<file path="src/rtl/pm_evt_pkg.sv">
package pm_evt_pkg;
  localparam int unsigned EVT_W   = 16;
  localparam int unsigned IO_AW   = 16;
  localparam int unsigned WIN_W   = 6;
  localparam int unsigned RD_W    = 32;
  localparam int unsigned BASE_HW = IO_AW - WIN_W;

  localparam int unsigned TMR_BIT = 0;
  localparam int unsigned GBL_BIT = 5;
  localparam int unsigned PWR_BIT = 8;
  localparam int unsigned RTC_BIT = 10;
  localparam int unsigned HP_BIT  = 1;

  localparam logic [EVT_W-1:0] SCI_MASK =
    EVT_W'((1 << TMR_BIT) | (1 << GBL_BIT) | (1 << PWR_BIT) | (1 << RTC_BIT));

  localparam logic [7:0] CMD_MODE_ON  = 8'hF1;
  localparam logic [7:0] CMD_MODE_OFF = 8'hF0;

  localparam logic [7:0] CFG_BASE_LO = 8'h40;
  localparam logic [7:0] CFG_BASE_HI = 8'h41;
  localparam logic [7:0] CFG_DEC_EN  = 8'h80;
  localparam logic [7:0] CFG_SMM     = 8'h5B;

  localparam logic [WIN_W-1:0] OFS_STS = 6'h00;
  localparam logic [WIN_W-1:0] OFS_EN  = 6'h02;
  localparam logic [WIN_W-1:0] OFS_CTL = 6'h04;
  localparam logic [WIN_W-1:0] OFS_TMR = 6'h08;

  typedef enum logic [2:0] {
    SEL_NONE = 3'd0,
    SEL_STS  = 3'd1,
    SEL_EN   = 3'd2,
    SEL_CTL  = 3'd3,
    SEL_TMR  = 3'd4
  } pm_sel_e;
endpackage

</file>
<file path="src/rtl/pm_win_decode.sv">
module pm_win_decode
  import pm_evt_pkg::*;
#(
  parameter int unsigned AW = IO_AW,
  parameter int unsigned WW = WIN_W
) (
  input  logic [AW-1:0]    addr,
  input  logic [AW-WW-1:0] base_hi,
  input  logic             dec_on,
  output logic             hit,
  output pm_sel_e          sel
);
  logic [WW-1:0] ofs;

  assign ofs = addr[WW-1:0];
  assign hit = dec_on && (addr[AW-1:WW] == base_hi);

  always_comb begin
    sel = SEL_NONE;
    if (hit) begin
      unique case (ofs)
        OFS_STS: sel = SEL_STS;
        OFS_EN:  sel = SEL_EN;
        OFS_CTL: sel = SEL_CTL;
        OFS_TMR: sel = SEL_TMR;
        default: sel = SEL_NONE;
      endcase
    end
  end
endmodule

</file>
<file path="src/rtl/pm_tmr.sv">
module pm_tmr #(
  parameter int unsigned W = 24
) (
  input  logic         clk,
  input  logic         rst,
  output logic [W-1:0] count,
  output logic         msb_flip
);
  logic msb_seen;

  always_ff @(posedge clk) begin
    if (rst) begin
      count    <= '0;
      msb_seen <= 1'b0;
    end else begin
      count    <= count + W'(1);
      msb_seen <= count[W-1];
    end
  end

  assign msb_flip = msb_seen ^ count[W-1];
endmodule

</file>
<file path="src/rtl/pm_sci_gen.sv">
module pm_sci_gen
  import pm_evt_pkg::*;
#(
  parameter int unsigned DW = EVT_W
) (
  input  logic [DW-1:0] sts,
  input  logic [DW-1:0] en,
  input  logic [DW-1:0] gsts,
  input  logic [DW-1:0] gen,
  output logic          sci
);
  logic pm_hit;
  logic gp_hit;

  assign pm_hit = |(sts & en & DW'(SCI_MASK));
  assign gp_hit = gsts[HP_BIT] & gen[HP_BIT];
  assign sci    = pm_hit | gp_hit;
endmodule

</file>
<file path="src/rtl/pm_evt_regs.sv">
module pm_evt_regs
  import pm_evt_pkg::*;
#(
  parameter int unsigned      TMR_W    = 24,
  parameter logic [IO_AW-1:0] GPE_BASE = 16'hAFE0
) (
  input  logic             clk,
  input  logic             rst,
  input  logic             io_valid,
  input  logic             io_we,
  input  logic [IO_AW-1:0] io_addr,
  input  logic [EVT_W-1:0] io_wdata,
  output logic [RD_W-1:0]  io_rdata,
  input  logic             cfg_we,
  input  logic [7:0]       cfg_addr,
  input  logic [7:0]       cfg_wdata,
  output logic [7:0]       cfg_rdata,
  input  logic             cmd_we,
  input  logic [7:0]       cmd_data,
  input  logic             pwrbtn_req,
  input  logic [EVT_W-1:0] evt_req,
  input  logic             hp_req,
  output logic             sci,
  output logic             smi
);
  localparam logic [IO_AW-1:0] GPE_EN_ADDR = GPE_BASE + IO_AW'(2);

  logic [EVT_W-1:0] sts_q, en_q, ctl_q, gsts_q, gen_q;
  logic [1:0]       cfg_b0_q;
  logic [7:0]       cfg_b1_q;
  logic             cfg_dec_q, cfg_smm_q, smi_q;
  logic [TMR_W-1:0] tmr_val;
  logic             tmr_flip;
  logic             win_hit;
  pm_sel_e          win_sel;
  logic             io_wr, io_rd;
  logic             wr_sts, wr_en, wr_ctl, wr_gsts, wr_gen;
  logic             tmr_armed;
  logic [EVT_W-1:0] sts_set, sts_clr, gsts_set, gsts_clr;
  logic [EVT_W-1:0] ctl_d;
  logic [RD_W-1:0]  win_rd, gpe_rd;

  pm_win_decode #(.AW(IO_AW), .WW(WIN_W)) u_dec (
    .addr    (io_addr),
    .base_hi ({cfg_b1_q, cfg_b0_q}),
    .dec_on  (cfg_dec_q),
    .hit     (win_hit),
    .sel     (win_sel)
  );

  pm_tmr #(.W(TMR_W)) u_tmr (
    .clk      (clk),
    .rst      (rst),
    .count    (tmr_val),
    .msb_flip (tmr_flip)
  );

  pm_sci_gen #(.DW(EVT_W)) u_sci (
    .sts  (sts_q),
    .en   (en_q),
    .gsts (gsts_q),
    .gen  (gen_q),
    .sci  (sci)
  );

  assign io_wr   = io_valid & io_we;
  assign io_rd   = io_valid & ~io_we;
  assign wr_sts  = io_wr & (win_sel == SEL_STS);
  assign wr_en   = io_wr & (win_sel == SEL_EN);
  assign wr_ctl  = io_wr & (win_sel == SEL_CTL);
  assign wr_gsts = io_wr & (io_addr == GPE_BASE);
  assign wr_gen  = io_wr & (io_addr == GPE_EN_ADDR);

  // Timer checking is live only while enabled and not already pending.
  assign tmr_armed = en_q[TMR_BIT] & ~sts_q[TMR_BIT];

  always_comb begin
    sts_set = evt_req;
    sts_set[PWR_BIT] = sts_set[PWR_BIT] | pwrbtn_req;
    sts_set[TMR_BIT] = sts_set[TMR_BIT] | (tmr_flip & tmr_armed);
    sts_clr  = wr_sts ? io_wdata : '0;
    gsts_set = '0;
    gsts_set[HP_BIT] = hp_req;
    gsts_clr = wr_gsts ? io_wdata : '0;
  end

  always_comb begin
    ctl_d = wr_ctl ? io_wdata : ctl_q;
    if (cmd_we && cmd_data == CMD_MODE_ON)  ctl_d[0] = 1'b1;
    if (cmd_we && cmd_data == CMD_MODE_OFF) ctl_d[0] = 1'b0;
  end

  always_ff @(posedge clk) begin
    if (rst) begin
      sts_q  <= '0;
      en_q   <= '0;
      ctl_q  <= '0;
      gsts_q <= '0;
      gen_q  <= '0;
      smi_q  <= 1'b0;
    end else begin
      sts_q  <= (sts_q & ~sts_clr) | sts_set;
      gsts_q <= (gsts_q & ~gsts_clr) | gsts_set;
      ctl_q  <= ctl_d;
      smi_q  <= cmd_we & cfg_smm_q;
      if (wr_en)  en_q  <= io_wdata;
      if (wr_gen) gen_q <= io_wdata;
    end
  end

  always_ff @(posedge clk) begin
    if (rst) begin
      cfg_b0_q  <= '0;
      cfg_b1_q  <= '0;
      cfg_dec_q <= 1'b0;
      cfg_smm_q <= 1'b0;
    end else if (cfg_we) begin
      unique case (cfg_addr)
        CFG_BASE_LO: cfg_b0_q  <= cfg_wdata[7:6];
        CFG_BASE_HI: cfg_b1_q  <= cfg_wdata;
        CFG_DEC_EN:  cfg_dec_q <= cfg_wdata[0];
        CFG_SMM:     cfg_smm_q <= cfg_wdata[1];
        default: ;
      endcase
    end
  end

  always_comb begin
    unique case (cfg_addr)
      CFG_BASE_LO: cfg_rdata = {cfg_b0_q, 5'b0, 1'b1};
      CFG_BASE_HI: cfg_rdata = cfg_b1_q;
      CFG_DEC_EN:  cfg_rdata = {7'b0, cfg_dec_q};
      CFG_SMM:     cfg_rdata = {6'b0, cfg_smm_q, 1'b0};
      default:     cfg_rdata = 8'h00;
    endcase
  end

  always_comb begin
    unique case (win_sel)
      SEL_STS: win_rd = RD_W'(sts_q);
      SEL_EN:  win_rd = RD_W'(en_q);
      SEL_CTL: win_rd = RD_W'(ctl_q);
      SEL_TMR: win_rd = RD_W'(tmr_val);
      default: win_rd = '0;
    endcase
    if (io_addr == GPE_BASE)         gpe_rd = RD_W'(gsts_q);
    else if (io_addr == GPE_EN_ADDR) gpe_rd = RD_W'(gen_q);
    else                             gpe_rd = '0;
  end

  assign io_rdata = io_rd ? (win_rd | gpe_rd) : '0;
  assign smi      = smi_q;
endmodule

</file>
<file path="config.mk">
export PLATFORM = sky130hd
export DESIGN_NAME = pm_evt_regs
export DESIGN_NICKNAME = d
export VERILOG_FILES = /design/src/rtl/pm_evt_pkg.sv /design/src/rtl/pm_win_decode.sv /design/src/rtl/pm_tmr.sv /design/src/rtl/pm_sci_gen.sv /design/src/rtl/pm_evt_regs.sv
export SDC_FILE = /design/constraint.sdc
export NUM_CORES = 1
export LEC_CHECK = 0
export CORE_ASPECT_RATIO = 1.4
export CORE_UTILIZATION = 51
export CTS_CLUSTER_DIAMETER = 40
export DETAILED_ROUTE_END_ITERATION = 7
export PLACE_DENSITY = 0.8
export SLEW_MARGIN = 15
export SYNTH_ARGS = -nofsm -noshare
export SYNTH_HDL_FRONTEND = slang
export SYNTH_SLANG_ARGS = --single-unit
</file>
<file path="constraint.sdc">
create_clock -name clk -period 3.2 [get_ports clk]
set_clock_uncertainty 0.2 [all_clocks]
set_input_delay 0.48 -clock clk [delete_from_list [all_inputs] [get_ports clk]]
set_output_delay 0.48 -clock clk [all_outputs]
set_load 0.005 [all_outputs]
</file>
Yosys cells after proc, flatten, opt, wreduce, memory -nomap -nowiden

Index checks and enable logic that the tools add are counted.

Bits in registers: 118
Output and inout bits: 42
Logic and storage cells: 77
Input port bits: 80

Equal/unequal tests: 16
Bitwise logic cells: 25
Add/subtract/negate cells: 1
Reductions and logical operators: 11
Mux-type cells: 11

Operators by type and width:

| kind                                                | number |
|---|---|
| case mux 24 bit (4 select lines)                    | 1 |
| 2-to-1 mux 16 bit                                   | 4 |
| bitwise AND 16 bit                                  | 2 |
| equality test 16 bit, second input constant         | 2 |
| 2-to-1 mux 32 bit                                   | 1 |
| NOT 16 bit                                          | 2 |
| bitwise OR 32 bit                                   | 1 |
| case mux 8 bit (4 select lines)                     | 1 |
| adder 24 x 1 -> 24 bit, second input constant       | 1 |
| equality test 8 x 7 -> 1 bit, second input constant | 3 |
| equality test 8 bit, second input constant          | 3 |
| bitwise OR 16 bit                                   | 1 |
| bitwise OR 16 x 2 -> 16 bit                         | 1 |
| case mux 3 bit (4 select lines)                     | 1 |
| bitwise AND 1 bit                                   | 11 |
| bitwise AND 11 bit                                  | 1 |
| equality test 10 bit                                | 1 |
| AND reduction 2 bit                                 | 4 |
| equality test 3 x 2 -> 1 bit, second input constant | 2 |
| equality test 6 x 2 -> 1 bit, second input constant | 1 |
| equality test 6 x 3 -> 1 bit, second input constant | 1 |
| equality test 6 x 4 -> 1 bit, second input constant | 1 |
| zero test 6 bit                                     | 1 |
| OR reduction 4 bit                                  | 1 |
| 10 further kinds                                    | 16 |

Depth between registers and ports, before layout

Gate-level depths: netlist of run 1.

Depth in word-level cells: 9
Mapped depth: 7
Mapped depth without buffers: 6

By module

From an unflattened synthesis of run 1, not the netlist that was laid out.

Cells, all modules: 663
Area total of the unflattened synthesis: 5763.0 µm²

By module, submodules not included:

| module        | sequential area each (µm²) | area each (µm²) | instances | cells an instance |
|---|---|---|---|---|
| pm_evt_regs   | 1861.8                     | 4461.8          | 1         | 515 |
| pm_tmr        | 500.5                      | 1098.6          | 1         | 123 |
| pm_win_decode | 0.0                        | 181.4           | 1         | 22 |
| pm_sci_gen    | 0.0                        | 21.3            | 1         | 3 |

Worst setup path before layout of run 1

No wires, ideal clock.

Path type: input-to-output
From: input port io_addr[0]
To: output port io_rdata[10]
Buffers on the path: 1
Stages: 6
Arrival time: 2.055 ns
Path slack: 0.465 ns
Cell sequence: or3_1 > nor3_4 > nor4b_4 > buf_2 > a22oi_1 > o221ai_1

Word-level cells in the longest chain between the ends: 7
Elaborated cells between the ends (all ways): 17
Those cells by class: eq/ne (9); mux (6); bitwise (1); reduce/logical (1)

RTL lines:

| element                                              | RTL line            | text |
|---|---|---|
| start, declared                                      | pm_evt_regs.sv:11   | `input logic [IO_AW-1:0] io_addr,` |
| equality test 6 x 4 -> 1 bit (tied with other cells) | pm_win_decode.sv:21 | `unique case (ofs)` |
| case mux 3 bit (4 select lines)                      | pm_win_decode.sv:21 |  |
| 2-to-1 mux 3 bit                                     | pm_win_decode.sv:20 | `if (hit) begin` |
| equality test 3 bit (tied with other cells)          | pm_evt_regs.sv:139  | `unique case (win_sel)` |
| case mux 24 bit (4 select lines)                     | pm_evt_regs.sv:139  |  |
| bitwise OR 32 bit (*)                                | pm_evt_regs.sv:151  | `assign io_rdata = io_rd ? (win_rd \| gpe_rd) : '0;` |
| 2-to-1 mux 32 bit (*)                                | pm_evt_regs.sv:151  |  |
| end, declared                                        | pm_evt_regs.sv:13   | `output logic [RD_W-1:0] io_rdata,` |

Every way passes the cells marked *; elsewhere a longest branch is shown, timed or not.

Final worst setup path of run 1

From: input port io_addr[14]
To: output port io_rdata[1]

Word-level cells in the longest chain between the ends: 7
Elaborated cells between the ends (all ways): 14
Those cells by class: eq/ne (7); mux (5); bitwise (1); reduce/logical (1)

RTL lines:

| element                                     | RTL line            | text |
|---|---|---|
| equality test 10 bit                        | pm_win_decode.sv:16 | `assign hit = dec_on && (addr[AW-1:WW] == base_hi);` |
| logical AND 1 bit                           | pm_win_decode.sv:16 |  |
| 2-to-1 mux 3 bit                            | pm_win_decode.sv:20 |  |
| equality test 3 bit (tied with other cells) | pm_evt_regs.sv:139  |  |
| case mux 24 bit (4 select lines)            | pm_evt_regs.sv:139  |  |
| bitwise OR 32 bit (*)                       | pm_evt_regs.sv:151  |  |
| 2-to-1 mux 32 bit (*)                       | pm_evt_regs.sv:151  |  |

Marks and branches as above.

==> flow_summary.ini, run 1 <==
[layout]
layout.nets = 924
fill_cells = 765
syn_to_final_growth_pct = 42.3
diodes = 0
final_layout_size_suffix_gt1_share_pct = 19.7
multiInputGateArea_um2 = 3230
fin_util_pct = 75.0
seqCellArea_um2 = 2360

[logic_synthesis]
mappedNetlistArea_um2 = 5750
synthCells = 674
synth_area_leader_cell = dfxtp_1
synth-simple-area-share_pct = 24.6
synth.area.mux_share_pct = 5.57
synth_top_family_by_area = simple AND/OR/NAND/NOR gates
post-synth-top-count-cell = dfxtp_1
synth-adder-area-share_pct = 0.217
synth_xor_area_share_pct = 4.87
synth.avg_cell_area_um2 = 8.54
synth_compound_area_share_pct = 18.0
synth_edf_count = 0
synth-seq-cells = 118
yosys_warnings = 0
ys_seq_area_share_pct = 41.1
ys_types = 51
synth_flop_cell = dfxtp_1
async_reset_ff_share_pct = 0
synth_top_area_share_pct = 41.1
synth_common_cells = 118 x dfxtp_1, 77 x nand2_1, 61 x a21oi_1
synthTopCellsByArea = dfxtp_1 41%, mux2i_1 5.6%, a21oi_1 5.3%

[floorplan]
die-area_um2 = 11700
num_rows = 45
die_y_um = 128
ios = 122
start_util_pct = 52.7
die_w_um = 91.8
core_area_um2 = 10900

[setup_path]
cp-end-kind = output pin
worstSetupStartpoint = io_addr[14]
crit_type = input pin to output pin
required_ps = 2520
arrival_ps = 2520
crit_path_top_delay_cell = nor4b_4
worstPathMaxFanout = 11
max_stage_delay_ps = 310
cp-start-kind = input pin
rr_startpoint = cfg_b0_q[0]
crit_chain = dlygate4sd2_1, xnor2_1, nand4_1, buf_6, buf_12, nor4b_4, buf_4, a22oi_1, o221ai_1, buf_2

[detailed_routing]
ant_nets = 0
drc = 0
dr.first_iter.drc_count = 447
via_per_inst = 6.18
dr.pass1.iters = 5
drt-total-wl_um = 20500
wl_per_cell_um = 20.6
routed-via-count = 6163

[sta]
fin_crit_sh_pct = 100
finalHoldViolCount = 0
max_clock_freq_mhz = 312
whs_ps = 247
setup_viol_count_final = 1
tns_ps = -1.28
slew_violations = 0
slew_headroom_pct = 49.6
fin_ws_ps = -1.28
period_needed_ps = 3200
tightest_slew_ps = 749

[pwr]
ir_drop_uv = 355
power_leakage_nw = 3.29
power_density_nw_per_um2 = 449

[global_routing]
grt_pass1_wl_um = 31400
first_global_vias = 6233
antenna_found_initial = 0
grt_usage_pct = 35.1
grt_max_degree = 62
grt_overflow = 0

[cts]
clk_pin_slew_worst_paths_ps = 50
cts_tree = yes
cts-root-buf = clkbuf_16
clkSinkCount = 118
cts_hold_buf = 0
worstSkewPairLatency_ps = 410
numCtsBuffers = 17
clockBufferDepth = 2
htreeDepth = 4

[flow_run]
cap_violations = 0

[min_path]
holdCritPathClass = flop to flop
hold_start = gsts_q[2]

[place]
place_ws_ps = -499
io_buffers = 113
finalWeightedCongestion = 0.927
dpl.hpwl_um = 13200

[outcome]
status = complete, but fails checks
violations = negative setup slack
-- layer usage --
layer	up-vias	global-route usage (%)	wire length, um
met5	-	0	0
met4	0	28.4	1680
met3	122	8.48	1650
met2	402	60.8	10100
met1	2887	35.9	7050
li1	2752	-	-
-- timing repair --
action                                  4_1_cts  5_1_grt
endpoints found under the hold margin         0        0
setup buffers                                23        6
gates cloned                                  3        0
endpoints found under the setup margin       32       30
resized for setup                           137       13
pin swaps                                    23        7
-- critical path: cells and delay by family --
family / cells / cell delay (ps)
XOR/XNOR: 1 / 280
AND/OR/NAND/NOR: 2 / 460
AO/OA/AOI/OAI: 2 / 310
buffers and inverters: 5 / 980
-- flip-flops by register name (all words and copies together) (netlist names) --
name	flops
cfg_smm_q	1
u_tmr.msb_seen	1
cfg_b1_q	8
cfg_dec_q	1
u_tmr.count	24
sts_q	16
smi	1
gsts_q	16
cfg_b0_q	2
gen_q	16
en_q	16
ctl_q	16
-- final cells by class --
class,instances,share of cell area [%]
Timing Repair Buffer,194,21.5
Clock buffer,20,5.58
Multi-Input combinational cell,493,39.5
Tap cell,141,2.15
Inverter,19,0.871
Clock inverter,12,1.56
Sequential cell,118,28.9
-- through the flow --
step           power [mW]  std cells  area (um2)
3_3_place_gp         1.80        934        7250
4_1_cts              3.66        991        8110
2_1_floorplan        1.63        681        5780
3_5_place_dp         1.80        934        7250
6_report             3.68        997        8190
5_1_grt              3.76        997        8190
-- final timing paths --
kind	slack [ps]	cells after the start	end
worst max-delay path	-1	10	io_rdata[1]
worst min register to register	250	2	gsts_q[2]
worst min-delay path	250	2	gsts_q[2]
worst max register to register	630	14	ctl_q[10]
-- cells in the final DEF, fill, tap and decap left out, drive strengths merged, types with 20 or more instances in the layout --
master         netlist  final
mux2i               32     32
nand4               32     32
inv                 19     20
nand3               20     20
clkbuf              31     21
nor2                57     57
a21oi               61     61
clkdlybuf4s50        0     65
buf                 20    102
nand2               77     77
dfxtp              118    118
-- logic make-up (layout without fill, tap and decap cells) --
kind of cell,after synthesis,after routing
AND/OR/NAND/NOR,265,265
AO/OA/AOI/OAI,155,155
flip-flops,118,118
buffers and inverters,70,245
XOR/XNOR,32,32
multiplexers,32,32
adder cells (fa/ha/maj),1,1
other,1,8
-- power breakdown --
| group | switching, mW | internal, mW | leakage, nW |
|---|---|---|---|
| clock | 0.689 | 1.18 | 0.278 |
| sequential | 0.0228 | 1.49 | 0.957 |
| combinational | 0.143 | 0.151 | 2.06 |
(Power assumes the default switching activity.)
==> run 2: changes to the inputs <==
CORE_UTILIZATION = 55   (was 51)
GPL_ROUTABILITY_DRIVEN = 0   (was unset)
GPL_TIMING_DRIVEN = 0   (was unset)
PLACE_DENSITY = 0.85   (was 0.8)
clock period = 3.9 ns   (was 3.2 ns; I/O delays follow)
==> run 2 against run 1 <==
Against the previous run: the run ends with design-rule violations, negative setup slack left; non-clock buffer count is 17 lower; count of clock-buffer cells in the layout is 1 higher; sequential power is 18% lower; clock power is 7% lower; via count is 1.2% higher; critical path depth is 1 lower; sequential share of layout area is 0.90 points higher; routed wire length is 2.2% lower; critical path type unchanged; largest power group unchanged.
==> flow_summary.ini, run 2 (synthesized netlist as in run 1, its figures left out) <==
[detailed_routing]
dr.pass1.iters = 8
wl_per_cell_um = 20.6
ant_nets = 0
drt-total-wl_um = 20000
routed-via-count = 6234
drc = 3
via_per_inst = 6.41
dr.first_iter.drc_count = 574

[cts]
worstSkewPairLatency_ps = 420
cts_hold_buf = 0
numCtsBuffers = 17
clk_pin_slew_worst_paths_ps = 50
cts_tree = yes
clockBufferDepth = 2
clkSinkCount = 118
cts-root-buf = clkbuf_16
htreeDepth = 4

[floorplan]
die_w_um = 88.4
die-area_um2 = 10900
num_rows = 43
core_area_um2 = 10100
ios = 122
die_y_um = 123
start_util_pct = 57.2

[global_routing]
first_global_vias = 6307
grt_pass1_wl_um = 30700
grt_overflow = 0
antenna_found_initial = 0
grt_max_degree = 17
grt_usage_pct = 37.6

[layout]
fin_util_pct = 78.9
diodes = 0
stdcell_area_um2 = 7940
final_layout_size_suffix_gt1_share_pct = 11.8
multiInputGateArea_um2 = 3190
regMostFlops = u_tmr.count
largest_reg_flops = 24
final_common_cell = dfxtp_1
seqCellArea_um2 = 2360
fill_cells = 663
syn_to_final_growth_pct = 38.0
layout.nets = 907
final_cell_mix = 118 x dfxtp_1, 88 x clkdlybuf4s50_1, 77 x nand2_1

[outcome]
status = complete, but fails checks
violations = design-rule violations, negative setup slack

[pwr]
p_sw_uw = 688
power_leakage_nw = 3.01
clock_power_share_pct = 54.1
p_int_mw = 2.51
ir_drop_uv = 361
switching_share_pct = 21.5
power_density_nw_per_um2 = 402
p_seq_share_pct = 38.7
power_frac_comb_pct = 7.2

[place]
dpl.hpwl_um = 13200
place_area_um2 = 7070
io_buffers = 112

[setup_path]
crit_path_top_delay_cell = clkdlybuf4s50_1
crit_chain = clkdlybuf4s50_1, xnor2_1, nand4_1, buf_4, nor4b_4, buf_6, a22oi_2, o221ai_2, clkdlybuf4s50_1
crit_buf_inv = 4
crit_type = input pin to output pin
crit_top_cell = clkdlybuf4s50_1
required_ps = 3120
crit_family = buffers and inverters
max_stage_delay_ps = 550
worstPathMaxFanout = 10
cp-end-kind = output pin
cp-start-kind = input pin
arrival_ps = 3180

[sta]
finalHoldViolCount = 0
rsz0062_at_grt = yes
slew_headroom_pct = 36.7
slew_violations = 0
setup_viol_count_final = 1
max_clock_freq_mhz = 252
fin_ws_ps = -63.3
fin_crit_sh_pct = 102
period_needed_ps = 3960
tightest_slew_ps = 941

[min_path]
holdCritPathClass = flop to flop

[flow_run]
cap_violations = 0
==> run 2: cell types whose count changed in the layout (fill, tap and decap cells not counted), moves of 5 or more <==
cell             change
xnor2_1              +8
clkdlybuf4s50_1     +23
buf_6                -6
xnor2_2              -8
clkbuf_1            +24
a22oi_1              -5
buf_2               -14
a22oi_2              +5
dlymetal6s2s_1       -6
clkbuf_2             +5
buf_4               -42
buf_12               -5
==> run 2: metrics by stage <==
stage	setup TNS, ps	hold WS, ps	total power, mW	std cells	setup WS (ps)
global placement	-9000	236	1.47	928	-566
CTS	0	247	3.18	971	18.4
global route	-147	271	3.25	973	-147
finish	-63.3	249	3.19	973	-63.3
floorplan	0	223	1.34	681	955
detailed placement	-10400	236	1.47	928	-600
==> run 2: layout make-up <==
| type | count | area share (%) |
|---|---|---|
| Timing Repair Buffer | 127 | 15.1 |
| Multi-Input combinational cell | 493 | 40.2 |
| Tap cell | 135 | 2.13 |
| Inverter | 19 | 0.899 |
| Buffer | 50 | 3.75 |
| Sequential cell | 118 | 29.8 |
| Clock buffer | 21 | 5.93 |
| Clock inverter | 10 | 2.21 |
==> run 2: worst paths after layout <==
kind | start | end | slack [ps] | cells past startpoint
max | io_addr[6] | io_rdata[14] | -60 | 9
min | gsts_q[2] | gsts_q[2] | 250 | 2
max reg2reg | cfg_b0_q[0] | en_q[12] | 1360 | 8
min reg2reg | gsts_q[2] | gsts_q[2] | 250 | 2
==> run 2: worst reg2reg max path, cell delays in order, from the launching register on <==
cell and delay (ps):
dfxtp_1 330, xnor2_1 300, nand4_1 160, buf_4 200
buf_4 160, nor4_4 490, buf_2 320, nand4_1 150
a21oi_1 170
==> run 2: what timing repair did <==
action,CTS,global route
endpoints found under the setup margin,29,8
buffers inserted,11,3
gates cloned,1,0
pin swaps,8,3
gates resized for setup,55,7
==> run 2: layer usage <==
metal | vias to the layer above | global-route usage (%) | routed length, um
met4 | 0 | 29.7 | 1590
met3 | 139 | 11.3 | 1980
met2 | 479 | 61.2 | 9570
li1 | 2728 | - | -
met1 | 2888 | 39.8 | 6910
met5 | - | 0 | 0
==> run 2: power groups by stage <==
stage               clock network [mW]  registers, mW  logic, mW
global route                      1.77           1.24      0.243
global placement                     0           1.26      0.210
floorplan                            0           1.25     0.0857
CTS                               1.72           1.23      0.220
finish                            1.73           1.24      0.231
detailed placement                   0           1.26      0.216
